`config.mk`:
```
export PLATFORM = sky130hd
export DESIGN_NAME = pic_merge
export DESIGN_NICKNAME = d
export VERILOG_FILES = /design/src/rtl/pic_pkg.sv /design/src/rtl/pic_pending.sv /design/src/rtl/pic_arbiter.sv /design/src/rtl/pic_merge.sv
export SDC_FILE = /design/constraint.sdc
export NUM_CORES = 1
export LEC_CHECK = 0
export CORE_UTILIZATION = 40
export DETAILED_ROUTE_END_ITERATION = 8
export GPL_ROUTABILITY_DRIVEN = 0
export SYNTH_ARGS = -nofsm -noshare
export SYNTH_HDL_FRONTEND = slang
export SYNTH_SLANG_ARGS = --single-unit
export TNS_END_PERCENT = 20
```
`constraint.sdc`:
```
create_clock -name clk -period 21.5 [get_ports clk]
set_clock_uncertainty 0.2 [all_clocks]
set_input_delay 3.225 -clock clk [delete_from_list [all_inputs] [get_ports clk]]
set_output_delay 3.225 -clock clk [all_outputs]
set_load 0.005 [all_outputs]
```
`src/rtl/pic_pkg.sv`:
```
package pic_pkg;
    localparam int NTMR  = 3;
    localparam int NSER  = 2;
    localparam int NEXT  = 5;
    localparam int NSRC  = 2 + NEXT;
    localparam int PW    = 3;
    localparam int VW    = 8;
    localparam int AW    = 3;
    localparam int DW    = 16;
    localparam int IW    = $clog2(NSRC);
    localparam int LO_N  = 5;
    localparam int HI_N  = NSRC - LO_N;

    localparam int SRC_TMR = 0;
    localparam int SRC_SER = 1;
    localparam int SRC_EXT = 2;

    localparam logic [VW-1:0] V_TMR  = 8'd8;
    localparam logic [VW-1:0] V_SER  = 8'd12;
    localparam logic [VW-1:0] V_EXT  = 8'd16;
    localparam logic [VW-1:0] V_SPUR = 8'd7;

    localparam logic [AW-1:0] A_MASK = 3'd0;
    localparam logic [AW-1:0] A_PRIL = 3'd1;
    localparam logic [AW-1:0] A_PRIH = 3'd2;
    localparam logic [AW-1:0] A_MODE = 3'd3;
    localparam logic [AW-1:0] A_EOI  = 3'd4;

    typedef enum logic [1:0] {
        ST_IDLE   = 2'd0,
        ST_ASSERT = 2'd1,
        ST_HOLD   = 2'd2
    } pic_state_e;
endpackage

```
`src/rtl/pic_pending.sv`:
```
module pic_pending #(
    parameter int N = 1
) (
    input  logic         clk,
    input  logic         rst_n,
    input  logic [N-1:0] set_i,
    input  logic [N-1:0] clr_i,
    output logic [N-1:0] pend_o
);
    // A new event in the same cycle as a clear keeps the bit pending.
    always_ff @(posedge clk or negedge rst_n) begin
        if (!rst_n) pend_o <= '0;
        else        pend_o <= set_i | (pend_o & ~clr_i);
    end
endmodule

```
`src/rtl/pic_arbiter.sv`:
```
module pic_arbiter #(
    parameter int NS = 7,
    parameter int PW = 3,
    parameter int IW = 3
) (
    input  logic [NS-1:0]    req_i,
    input  logic [NS*PW-1:0] prio_i,
    input  logic [NS-1:0]    insvc_i,
    output logic             win_v_o,
    output logic [IW-1:0]    win_idx_o
);
    logic [PW:0]   ceil_w;
    logic [PW-1:0] best_w;
    logic [PW-1:0] p_w;

    always_comb begin
        // Best priority currently in service; PW+1 bits so "none" sits above all.
        ceil_w = {1'b1, {PW{1'b0}}};
        for (int j = 0; j < NS; j++) begin
            if (insvc_i[j] && ({1'b0, prio_i[j*PW +: PW]} < ceil_w))
                ceil_w = {1'b0, prio_i[j*PW +: PW]};
        end
        win_v_o   = 1'b0;
        win_idx_o = '0;
        best_w    = '1;
        p_w       = '0;
        for (int s = 0; s < NS; s++) begin
            p_w = prio_i[s*PW +: PW];
            if (req_i[s] && ({1'b0, p_w} < ceil_w) && (!win_v_o || (p_w < best_w))) begin
                win_v_o   = 1'b1;
                win_idx_o = IW'(s);
                best_w    = p_w;
            end
        end
    end
endmodule

```
`src/rtl/pic_merge.sv`:
```
module pic_merge
    import pic_pkg::*;
(
    input  logic            clk,
    input  logic            rst_n,
    input  logic [NTMR-1:0] tmr_req_i,
    input  logic [NSER-1:0] ser_req_i,
    input  logic [NEXT-1:0] ext_i,
    input  logic            nmi_i,
    input  logic            gmask_i,
    input  logic            ack_i,
    input  logic            wr_en_i,
    input  logic [AW-1:0]   wr_addr_i,
    input  logic [DW-1:0]   wr_data_i,
    output logic            irq_o,
    output logic [VW-1:0]   vec_o,
    output logic            nmi_o,
    output logic [NSRC-1:0] pend_o,
    output logic [NSRC-1:0] insvc_o
);
    localparam int TSW = (NTMR > 1) ? $clog2(NTMR) : 1;
    localparam int SSW = (NSER > 1) ? $clog2(NSER) : 1;

    pic_state_e          state_q, state_d;
    logic [NSRC-1:0]     mask_q;
    logic [NSRC*PW-1:0]  prio_q;
    logic [NEXT-1:0]     mode_q;
    logic [NSRC-1:0]     insvc_q;
    logic [NEXT-1:0]     ext_q, ext_qq;
    logic [VW-1:0]       vec_q;

    logic [NTMR-1:0]     tmr_pend, tmr_clr;
    logic [NSER-1:0]     ser_pend, ser_clr;
    logic [NEXT-1:0]     edge_pend, edge_set, edge_clr, ext_pend;
    logic [NSRC-1:0]     src_pend, req_w, eoi_clr, grant_set;
    logic [TSW-1:0]      tmr_sel;
    logic [SSW-1:0]      ser_sel;
    logic                win_v;
    logic [IW-1:0]       win_idx;
    logic [VW-1:0]       win_vec;
    logic                take, grant;

    // ---------------- request capture ----------------
    assign edge_set = ext_q & ~ext_qq & mode_q;

    pic_pending #(.N(NTMR)) u_tmr_pend (
        .clk(clk), .rst_n(rst_n), .set_i(tmr_req_i), .clr_i(tmr_clr), .pend_o(tmr_pend));
    pic_pending #(.N(NSER)) u_ser_pend (
        .clk(clk), .rst_n(rst_n), .set_i(ser_req_i), .clr_i(ser_clr), .pend_o(ser_pend));
    pic_pending #(.N(NEXT)) u_edge_pend (
        .clk(clk), .rst_n(rst_n), .set_i(edge_set), .clr_i(edge_clr), .pend_o(edge_pend));

    always_ff @(posedge clk or negedge rst_n) begin
        if (!rst_n) begin
            ext_q  <= '0;
            ext_qq <= '0;
        end else begin
            ext_q  <= ext_i;
            ext_qq <= ext_q;
        end
    end

    generate
        for (genvar n = 0; n < NEXT; n++) begin : g_ext_mode
            assign ext_pend[n] = mode_q[n] ? edge_pend[n] : ext_q[n];
        end
    endgenerate

    assign src_pend = {ext_pend, |ser_pend, |tmr_pend};
    assign req_w    = src_pend & ~mask_q & {NSRC{~gmask_i}};

    // ---------------- arbitration ----------------
    pic_arbiter #(.NS(NSRC), .PW(PW), .IW(IW)) u_arb (
        .req_i(req_w), .prio_i(prio_q), .insvc_i(insvc_q),
        .win_v_o(win_v), .win_idx_o(win_idx));

    // Lowest-numbered pending event inside each internal group.
    always_comb begin
        tmr_sel = '0;
        for (int k = NTMR-1; k >= 0; k--)
            if (tmr_pend[k]) tmr_sel = TSW'(k);
        ser_sel = '0;
        for (int k = NSER-1; k >= 0; k--)
            if (ser_pend[k]) ser_sel = SSW'(k);
    end

    always_comb begin
        if (win_idx == IW'(SRC_TMR))      win_vec = V_TMR + VW'(tmr_sel);
        else if (win_idx == IW'(SRC_SER)) win_vec = V_SER + VW'(ser_sel);
        else                              win_vec = V_EXT + VW'(win_idx - IW'(SRC_EXT));
    end

    assign take  = (state_q == ST_ASSERT) && ack_i;
    assign grant = take && win_v;

    // ---------------- clears on grant and end-of-interrupt ----------------
    always_comb begin
        tmr_clr   = '0;
        ser_clr   = '0;
        edge_clr  = '0;
        grant_set = '0;
        eoi_clr   = '0;
        if (grant) begin
            grant_set[win_idx] = 1'b1;
            if (win_idx == IW'(SRC_TMR))      tmr_clr[tmr_sel] = 1'b1;
            else if (win_idx == IW'(SRC_SER)) ser_clr[ser_sel] = 1'b1;
            else begin
                for (int n = 0; n < NEXT; n++)
                    if (win_idx == IW'(SRC_EXT + n)) edge_clr[n] = 1'b1;
            end
        end
        if (wr_en_i && (wr_addr_i == A_EOI)) begin
            for (int s = 0; s < NSRC; s++)
                if (wr_data_i[IW-1:0] == IW'(s)) eoi_clr[s] = 1'b1;
        end
    end

    // ---------------- control registers ----------------
    always_ff @(posedge clk or negedge rst_n) begin
        if (!rst_n) begin
            mask_q <= '1;
            prio_q <= '1;
            mode_q <= '0;
        end else if (wr_en_i) begin
            unique case (wr_addr_i)
                A_MASK:  mask_q <= wr_data_i[NSRC-1:0];
                A_PRIL:  prio_q[LO_N*PW-1:0] <= wr_data_i[LO_N*PW-1:0];
                A_PRIH:  prio_q[NSRC*PW-1:LO_N*PW] <= wr_data_i[HI_N*PW-1:0];
                A_MODE:  mode_q <= wr_data_i[NEXT-1:0];
                default: ;
            endcase
        end
    end

    always_ff @(posedge clk or negedge rst_n) begin
        if (!rst_n) insvc_q <= '0;
        else        insvc_q <= (insvc_q & ~eoi_clr) | grant_set;
    end

    always_ff @(posedge clk or negedge rst_n) begin
        if (!rst_n)    vec_q <= '0;
        else if (take) vec_q <= win_v ? win_vec : V_SPUR;
    end

    // ---------------- state machine ----------------
    always_ff @(posedge clk or negedge rst_n) begin
        if (!rst_n) state_q <= ST_IDLE;
        else        state_q <= state_d;
    end

    always_comb begin
        state_d = state_q;
        unique case (state_q)
            ST_IDLE:   if (win_v) state_d = ST_ASSERT;
            ST_ASSERT: begin
                if (ack_i)       state_d = ST_HOLD;
                else if (!win_v) state_d = ST_IDLE;
            end
            ST_HOLD:   state_d = ST_IDLE;
            default:   state_d = ST_IDLE;
        endcase
    end

    always_comb begin
        irq_o   = (state_q == ST_ASSERT);
        vec_o   = vec_q;
        nmi_o   = nmi_i;
        pend_o  = src_pend;
        insvc_o = insvc_q;
    end
endmodule

```
==> flow_metrics.py <==
metrics = {
    "final_layout": {
        "area_delta_synth_final_pct": 19.75,
        "final_common_cell": "nand2_1",
        "drive_gt1_frac": 0.1572,
        "fin_nets": 694,
        "final_cell_mix": "nand2_1, clkdlybuf4s50_1, nor2_1",
        "final_util": 0.4895,
        "antenna_cells": 0,
    },
    "die": {
        "die_w_um": 115.3,
        "core_area_sq_um": 12570,
        "die_area_sq_um": 13300,
        "fp-row-count": 41,
        "die_h_um": 115.3,
        "pin_count": 59,
        "start_util": 0.4088,
    },
    "synthesis": {
        "synthFlopType": "dfrtp_1",
        "postSynthAreaPerCell_sq_um": 8.888,
        "synth_warnings": 0,
        "synth_edf_count": 0,
        "synth_seq_cells": 67,
        "postSynth.asyncResetShare": 1.000,
        "synth-seq-area-share": 0.3332,
        "ys_types": 81,
        "synthesis.area_sq_um": 5137,
        "netlist_instances": 578,
    },
    "timing": {
        "rsz0062_at_grt": "false",
        "holdWs_ns": 0.1924,
        "maxSlewHeadroom": 0.3287,
        "drv_slew": 0,
        "worst_pin_slew_ns": 0.9930,
        "final.setup.tns_ns": 0,
        "max_freq_mhz": 50.41,
        "finalCritPeriodShare": 0.9226,
        "fin_crit_ns": 19.84,
        "setup_viol": 0,
        "final_hold_viol_count": 0,
    },
    "route": {
        "dr.pass1.iters": 5,
        "routedWlPerCell_um": 19.44,
        "drtAntennaViolNets": 0,
        "route.detailed.drc": 0,
        "drtIter0Drc": 394,
        "wl_met1_um": 7178,
        "drt-total-wl_um": 15710,
        "dr_wl_met2_um": 7326,
        "routed-wl-met3_um": 773,
        "topRoutingLayerUsed": "met4",
        "viasPerCell": 6.068,
        "vias": 4903,
    },
    "run": {
        "cap_violations": 0,
    },
    "global_route": {
        "grt_pass1_vias": 4799,
        "grt_pass1_wl_um": 25470,
        "antenna_found_initial": 0,
        "grt_overflow": 0,
        "grt_max_degree": 68,
        "grt_usage": 0.2527,
    },
    "clock_network": {
        "clock_sinks": 67,
        "root_buffer": "clkbuf_16",
        "insertion_delay_ns": 0.33,
        "cts-buffers-inserted": 9,
        "htreeDepth": 3,
        "clock_path_buffers": 2,
        "cts_hold_buf": 0,
        "cts_tree": "built",
        "clk_pin_slew_worst_paths_ns": 0.06,
    },
    "setup_path": {
        "worst_path_most_repeated_cell": "ha_1",
        "startpoint_type": "flip-flop",
        "cp_slowest_cell": "dfstp_2",
        "worstSetupPathType": "reg -> reg",
        "endpoint_kind": "flip-flop",
        "crit_arrival_ns": 19.83,
        "cp.required_ns": 21.50,
        "path_max_fanout": 10,
        "max_stage_delay_ns": 0.62,
    },
    "place": {
        "io_buffer_count": 52,
        "hpwl_um": 11990,
    },
    "run_status": {
        "status": "complete, no violations",
    },
    "worst_hold_path": {
        "hp-class": "reg -> reg",
    },
}
-- cell families after synthesis --
family / after synthesis / share of synthesized area
mux: 34 / 0.07331
compound gates: 190 / 0.2711
fa+ha+maj: 32 / 0.07599
flops: 67 / 0.3332
buf+inv: 46 / 0.03702
other cells: 1 / 0.0007299
simple gates: 208 / 0.2087
-- cell usage after synthesis, types with 8 or more instances --
master / instances / share of area
clkbuf_1: 11 / 0.0080
nor2_1: 42 / 0.031
ha_1: 28 / 0.068
o21ai_0: 33 / 0.032
nor3_1: 18 / 0.018
a211o_1: 8 / 0.014
dfrtp_1: 39 / 0.19
a21o_1: 10 / 0.015
nand3_1: 12 / 0.012
mux2_2: 25 / 0.055
nand2b_1: 9 / 0.011
a31oi_1: 10 / 0.012
a211oi_1: 14 / 0.020
dfstp_2: 28 / 0.14
inv_1: 29 / 0.021
or3_1: 10 / 0.012
mux2i_1: 8 / 0.016
a21oi_1: 29 / 0.028
o21a_1: 9 / 0.013
nand4_1: 9 / 0.011
nand2_1: 58 / 0.042
-- path summary, 6_finish.rpt --
path                                   end  slack, ns  cells past startpoint  startpoint
worst max-delay path              vec_o[2]       1.66                     86   prio_q[2]
worst min-delay path             ext_qq[4]       0.19                      0    ext_q[4]
worst max register to register    vec_o[2]       1.66                     86   prio_q[2]
worst min register to register   ext_qq[4]       0.19                      0    ext_q[4]
max in group asynchronous       insvc_o[0]      17.60                      2       rst_n
min in group asynchronous        mode_q[2]       2.87                      2       rst_n
-- per-layer routing --
| layer | track usage | vias up |
|---|---|---|
| met5 | 0 | - |
| met4 | 0.09957 | 0 |
| met3 | 0.02952 | 31 |
| met2 | 0.4120 | 166 |
| met1 | 0.3416 | 2380 |
| li1 | - | 2326 |
-- per-stage QoR --
stage / setup slack [ns] / cells / cell area [sq um]
3_3_place_gp: 1.875 / 792 / 5847
3_5_place_dp: 1.464 / 792 / 5847
6_report: 1.664 / 808 / 6152
2_1_floorplan: 4.421 / 580 / 5145
5_1_grt: 0.07139 / 808 / 6152
4_1_cts: 1.316 / 808 / 6126
-- cell type report --
class,instances,area [sq um]
multi-input cells,467,3283
clock buffers,10,239.0
well taps,172,215.2
repair buffers,57,553.0
flip-flops and latches,67,1713
inverters,29,108.9
fillers,1189,6416
clock inverters,6,40.04
-- registers in the layout, summed over array words and instances, names as in the netlist --
signal / cells
prio_q: 21
insvc_o: 7
mask_q: 7
ext_q: 5
ext_qq: 5
mode_q: 5
u_edge_pend.pend_o: 5
vec_o: 5
u_tmr_pend.pend_o: 3
state_q: 2
u_ser_pend.pend_o: 2
-- what timing repair did --
action | 4_1_cts | 5_1_grt
gates resized for setup | 0 | 6
setup buffers | 0 | 0
setup endpoints to repair | 0 | 21
endpoints found under the hold margin | 0 | 0
-- worst max-delay path, delay by kind of cell, from the launching register on --
family / cells / cell delay [ns]
AOI/OAI and AO/OA: 44 / 10.51
adders and majority gates: 14 / 3.91
buffers and inverters: 4 / 0.42
muxes: 4 / 0.97
and+or+nand+nor: 20 / 3.05
DFF: 1 / 0.62
Power is left out: the tool's default activity adds up to more than one toggle a clock period on the data nets, which glitch-free logic cannot reach.
